==> src/rtl/fdiv_pkg.sv <==
package fdiv_pkg;
    typedef enum logic [0:0] {
        FD_IDLE = 1'b0,
        FD_RUN  = 1'b1
    } fd_state_t;
endpackage

==> src/rtl/fdiv_phase_acc.sv <==
module fdiv_phase_acc #(
    parameter int FRAC_W = 4
) (
    input  logic              clk,
    input  logic              rst_n,
    input  logic              clr,
    input  logic              step,
    input  logic [FRAC_W-1:0] frac_in,
    output logic              carry_o
);
    logic [FRAC_W-1:0] acc_q;
    logic [FRAC_W:0]   sum;

    always_comb begin
        sum     = {1'b0, acc_q} + {1'b0, frac_in};
        carry_o = sum[FRAC_W];
    end

    always_ff @(posedge clk or negedge rst_n) begin
        if (!rst_n)
            acc_q <= '0;
        else if (clr)
            acc_q <= '0;
        else if (step)
            acc_q <= sum[FRAC_W-1:0];
    end
endmodule

==> src/rtl/fdiv_period_cnt.sv <==
module fdiv_period_cnt #(
    parameter int CNT_W = 13
) (
    input  logic             clk,
    input  logic             rst_n,
    input  logic             clr,
    input  logic             load,
    input  logic [CNT_W-1:0] load_val,
    output logic             zero_o
);
    logic [CNT_W-1:0] cnt_q;

    always_ff @(posedge clk or negedge rst_n) begin
        if (!rst_n)
            cnt_q <= '0;
        else if (clr)
            cnt_q <= '0;
        else if (load)
            cnt_q <= load_val;
        else if (cnt_q != '0)
            cnt_q <= cnt_q - 1'b1;
    end

    assign zero_o = (cnt_q == '0);
endmodule

==> src/rtl/fdiv_top.sv <==
module fdiv_top #(
    parameter int INT_W  = 12,
    parameter int FRAC_W = 4
) (
    input  logic              clk,
    input  logic              rst_n,
    input  logic              en,
    input  logic [INT_W-1:0]  int_div,
    input  logic [FRAC_W-1:0] frac_div,
    output logic              pulse_o,
    output logic              frac_mode_o
);
    import fdiv_pkg::*;

    localparam int CNT_W = INT_W + 1;

    fd_state_t        state_q, state_d;
    logic             cnt_zero;
    logic             carry;
    logic             period_start;
    logic             clr;
    logic [CNT_W-1:0] load_val;
    logic             mode_q;

    // State register
    always_ff @(posedge clk or negedge rst_n) begin
        if (!rst_n)
            state_q <= FD_IDLE;
        else
            state_q <= state_d;
    end

    // Next state and period boundary
    always_comb begin
        state_d      = state_q;
        period_start = 1'b0;
        unique case (state_q)
            FD_IDLE: begin
                if (en) begin
                    state_d      = FD_RUN;
                    period_start = 1'b1;
                end
            end
            FD_RUN: begin
                if (!en)
                    state_d = FD_IDLE;
                else if (cnt_zero)
                    period_start = 1'b1;
            end
            default: state_d = FD_IDLE;
        endcase
    end

    assign clr      = !en;
    assign load_val = {1'b0, int_div} + {{(CNT_W-1){1'b0}}, carry};

    fdiv_phase_acc #(.FRAC_W(FRAC_W)) acc_i (
        .clk     (clk),
        .rst_n   (rst_n),
        .clr     (clr),
        .step    (period_start),
        .frac_in (frac_div),
        .carry_o (carry)
    );

    fdiv_period_cnt #(.CNT_W(CNT_W)) cnt_i (
        .clk      (clk),
        .rst_n    (rst_n),
        .clr      (clr),
        .load     (period_start),
        .load_val (load_val),
        .zero_o   (cnt_zero)
    );

    // Mode flag captured with each period's fields
    always_ff @(posedge clk or negedge rst_n) begin
        if (!rst_n)
            mode_q <= 1'b0;
        else if (clr)
            mode_q <= 1'b0;
        else if (period_start)
            mode_q <= (frac_div != '0);
    end

    // Outputs
    always_comb begin
        pulse_o     = 1'b0;
        frac_mode_o = mode_q;
        unique case (state_q)
            FD_IDLE: pulse_o = 1'b0;
            FD_RUN:  pulse_o = cnt_zero;
            default: pulse_o = 1'b0;
        endcase
    end
endmodule

==> config.mk <==
export PLATFORM = sky130hd
export DESIGN_NAME = fdiv_top
export DESIGN_NICKNAME = d
export VERILOG_FILES = /design/src/rtl/fdiv_pkg.sv /design/src/rtl/fdiv_phase_acc.sv /design/src/rtl/fdiv_period_cnt.sv /design/src/rtl/fdiv_top.sv
export SDC_FILE = /design/constraint.sdc
export NUM_CORES = 1
export LEC_CHECK = 0
export BUFFER_PORTS_ARGS = -buffer_cell sky130_fd_sc_hd__buf_2
export CORE_AREA = 2 2 79 58
export CTS_CLUSTER_DIAMETER = 150
export DETAILED_ROUTE_END_ITERATION = 16
export DIE_AREA = 0 0 81 60
export HOLD_SLACK_MARGIN = 0.06
export PLACE_DENSITY_LB_ADDON = 0.05
export SYNTH_ARGS = -nofsm -noshare
export SYNTH_HDL_FRONTEND = slang
export SYNTH_SLANG_ARGS = --single-unit
==> constraint.sdc <==
create_clock -name clk -period 1.95 [get_ports clk]
set_input_delay 0.0975 -clock clk [delete_from_list [all_inputs] [get_ports clk]]
set_output_delay 0.0975 -clock clk [all_outputs]
set_load 0.01 [all_outputs]
==> impl_metrics.csv <==
group,metric,value,unit
sta,tightest_slew,530,ps
place,dp_hpwl,2740,um
die,chipHeight,60,um
critical_path,r2r_cells,11,
clock_network,cts_tree,"done",
die,fp-row-count,20,
global_routing,grtUsageTotal,0.173,
critical_path,critical_path.endpoint_type,"register",
routing,first_pass_iters,5,
global_routing,grt_pass1_vias,1234,
sta,fmax,452,MHz
critical_path,rrSetupSlack,-260,ps
sta,final_hold_viol_count,0,
hold_path,min_from,"en",
critical_path,critical_path.startpoint_type,"register",
final_layout,final_common_cell,"buf_2",
pwr,power,1.62,mW
critical_path,reg2reg_to,"cnt_i.cnt_q[12]",
final_layout,areaGrowthSynthToFinish,33.8,%
critical_path,cp_data_required_time,2150,ps
global_routing,grt_max_degree,24,
routing,drt-initial-drc-count,60,
synthesis,async_flop_share,1.00,
clock_network,cts_made_buffers,3,
synthesis,syn_avg_cell_area,9.24,um2
synthesis,synth_area_leaders,"dfrtp_1 (35%), ha_1 (8.3%), xnor2_1 (5.8%), xor2_1 (5.8%), nor3_1 (4.4%)",
synthesis,yosysSeqAreaShare,0.350,
clock_network,max-clock-path-buffers,2,
die,io_pins,21,
outcome,status,"complete, but fails checks",
critical_path,cp_max_fo,4,
hold_path,worstHoldPathType,"input pin to register",
pwr,p_per_area,891,nW/um2
final_layout,stdcell_count,235,
job,maxCapViolations,0,
critical_path,crit_path_top_delay_cell,"or4_4",
sta,final-setup-viol-count,11,
critical_path,r2r-start,"acc_i.acc_q[0]",
synthesis,synth_top_area_cell,"dfrtp_1",
synthesis,yosysUniqueCellTypes,37,
final_layout,nFillCells,434,
routing,wl,3630,um
final_layout,final_cell_mix,"buf_2 (20), dfrtp_1 (19), nand2_1 (11), buf_4 (11), nand3_1 (10)",
place,gp_congestion,0.776,
routing,wire_per_inst,15.4,um
pwr,irDropWorstVdd,0.284,mV
sta,finalCritPeriodShare,1.14,
global_routing,grt-ovfl-total,0,
sta,slew-limit-headroom,0.644,
routing,drc,0,
final_layout,drive_gt1_frac,0.356,
synthesis,syn_inst,147,
critical_path,timing.critical_path.buf_inv,1,
global_routing,antenna_found_initial,0,
synthesis,synth_top_flop_cell,"dfrtp_1",
global_routing,grt_pass1_wl,6230,um
final_layout,insertedDiodeCount,0,
critical_path,critical_path_class,"register to register",
critical_path,cpLargestDelayFamily,"adder cells",
routing,dr_total_vias,1189,
clock_network,htree_levels,1,
critical_path,arrival,2410,ps
die,start_util,0.327,
synthesis,ys_seq_elements,19,
clock_network,cts-root-buf,"clkbuf_8",
critical_path,cpMostUsedCell,"ha_4",
clock_network,clkTransAtPathRegs,80,ps
routing,ant_nets,0,
die,die_x,81,um
critical_path,cp-startpoint,"acc_i.acc_q[0]",
synthesis,ys.warnings.count,0,
clock_network,clk_latency,260,ps
die,die_area,4860,um2
place,numPortBuffers,20,
synthesis,synth_nets,176,
sta,clock_skew,0.736,ps
clock_network,clkSinkCount,19,
place,dpl.cell_count,228,
routing,via_per_inst,5.06,
critical_path,crit_chain,"ha_2, inv_2, fa_2, nor2b_1, o21ai_1, nand2b_1, ha_4, ha_4, nand4_1, or4_4, o21ai_2",
synthesis,synth_edf_count,0,
sta,drv_slew,0,
synthesis,synth_top_area_share,0.350,
die,coreArea,4150,um2
sta,period_minus_slack,2210,ps
pwr,leakage,0.760,nW
synthesis,synth_area,1360,um2
sta,layout_setup_ws,-264,ps
sta,rsz0062_at_grt,"yes",
final_layout,nNetsFinal,210,
outcome,failed_checks,"negative setup slack",
hold_path,worstHoldEndpoint,"state_q",
critical_path,cpPeakStageDelay,440,ps
hold_path,hold_depth,1,
-- metrics by stage --
step                      TNS (ps)  setup WS [ps]  hold WS, ps   util  cell area, um2
after detailed placement     -3230           -452         78.3  0.392            1630
after floorplan               -827           -125         -198      -            1390
after CTS                    -1960           -275          112  0.423            1760
final                        -1890           -264          117  0.438            1820
after global placement       -2550           -419         78.6  0.392            1630
after global routing         -3740           -432          110  0.438            1820
-- kinds of logic after synthesis --
group	share of synthesized area
AO/OA/AOI/OAI	0.136
flip-flops	0.350
buffers and inverters	0.0322
XOR/XNOR	0.116
AND/OR/NAND/NOR	0.268
adder cells (fa/ha/maj)	0.0976
-- layout make-up --
type / count / area (um2) / share of cell area
Inverter: 7 / 26.3 / 0.0145
Timing Repair Buffer: 33 / 213 / 0.117
Clock inverter: 1 / 5.00 / 0.00275
Sequential cell: 19 / 475 / 0.262
Multi-Input combinational cell: 117 / 988 / 0.544
Tap cell: 55 / 68.8 / 0.0379
Clock buffer: 3 / 41.3 / 0.0227
-- per-layer routing --
layer	GRT usage	routed length, um	vias up
met2	0.242	1420	29
met3	0.0347	157	2
met4	0.0291	10	0
met1	0.273	2040	550
met5	0	0	-
li1	-	-	608
-- how the worst max path moves through the flow --
stage / depth (start not counted) / slack (ps) / to
after CTS: 11 / -270 / cnt_i.cnt_q[12]
after detailed placement: 11 / -450 / cnt_i.cnt_q[5]
final: 11 / -260 / cnt_i.cnt_q[12]
after global placement: 11 / -420 / cnt_i.cnt_q[5]
after floorplan: 11 / -130 / cnt_i.cnt_q[12]
after global routing: 11 / -430 / cnt_i.cnt_q[12]
-- sequential cells by signal, summed over array words and instances (netlist names) --
name         flops
frac_mode_o      1
state_q          1
cnt_i.cnt_q     13
acc_i.acc_q      4
-- Yosys cell counts (2+ instances only) --
cell and n:
a211oi_1 6, and4_1 2, buf_2 2, clkbuf_1 2, dfrtp_1 19, ha_1 9, inv_1 6, nand2_1 13
nand3_1 11, nand4_1 4, nor2_1 9, nor2b_1 2, nor3_1 12, nor4_1 2, o21a_1 3, o21ai_1 5
o22ai_1 3, o31ai_1 2, xnor2_1 9, xor2_1 9
-- power breakdown --
| part | leakage [nW] | total, mW | internal, mW | switching (mW) |
|---|---|---|---|---|
| clock network | 0.0255 | 0.291 | 0.143 | 0.149 |
| logic | 0.489 | 0.743 | 0.359 | 0.384 |
| registers | 0.246 | 0.585 | 0.481 | 0.104 |
| total | 0.760 | 1.62 | 0.982 | 0.638 |
-- repair_timing --
item / CTS / global route
buffers inserted: 1 / 1
pin swaps: 14 / 6
hold buffers: 1 / 0
resized for setup: 15 / 10
hold endpoints to repair: 19 / 0
endpoints found under the setup margin: 11 / 12
Note: power is estimated with default switching activity, not from simulation.
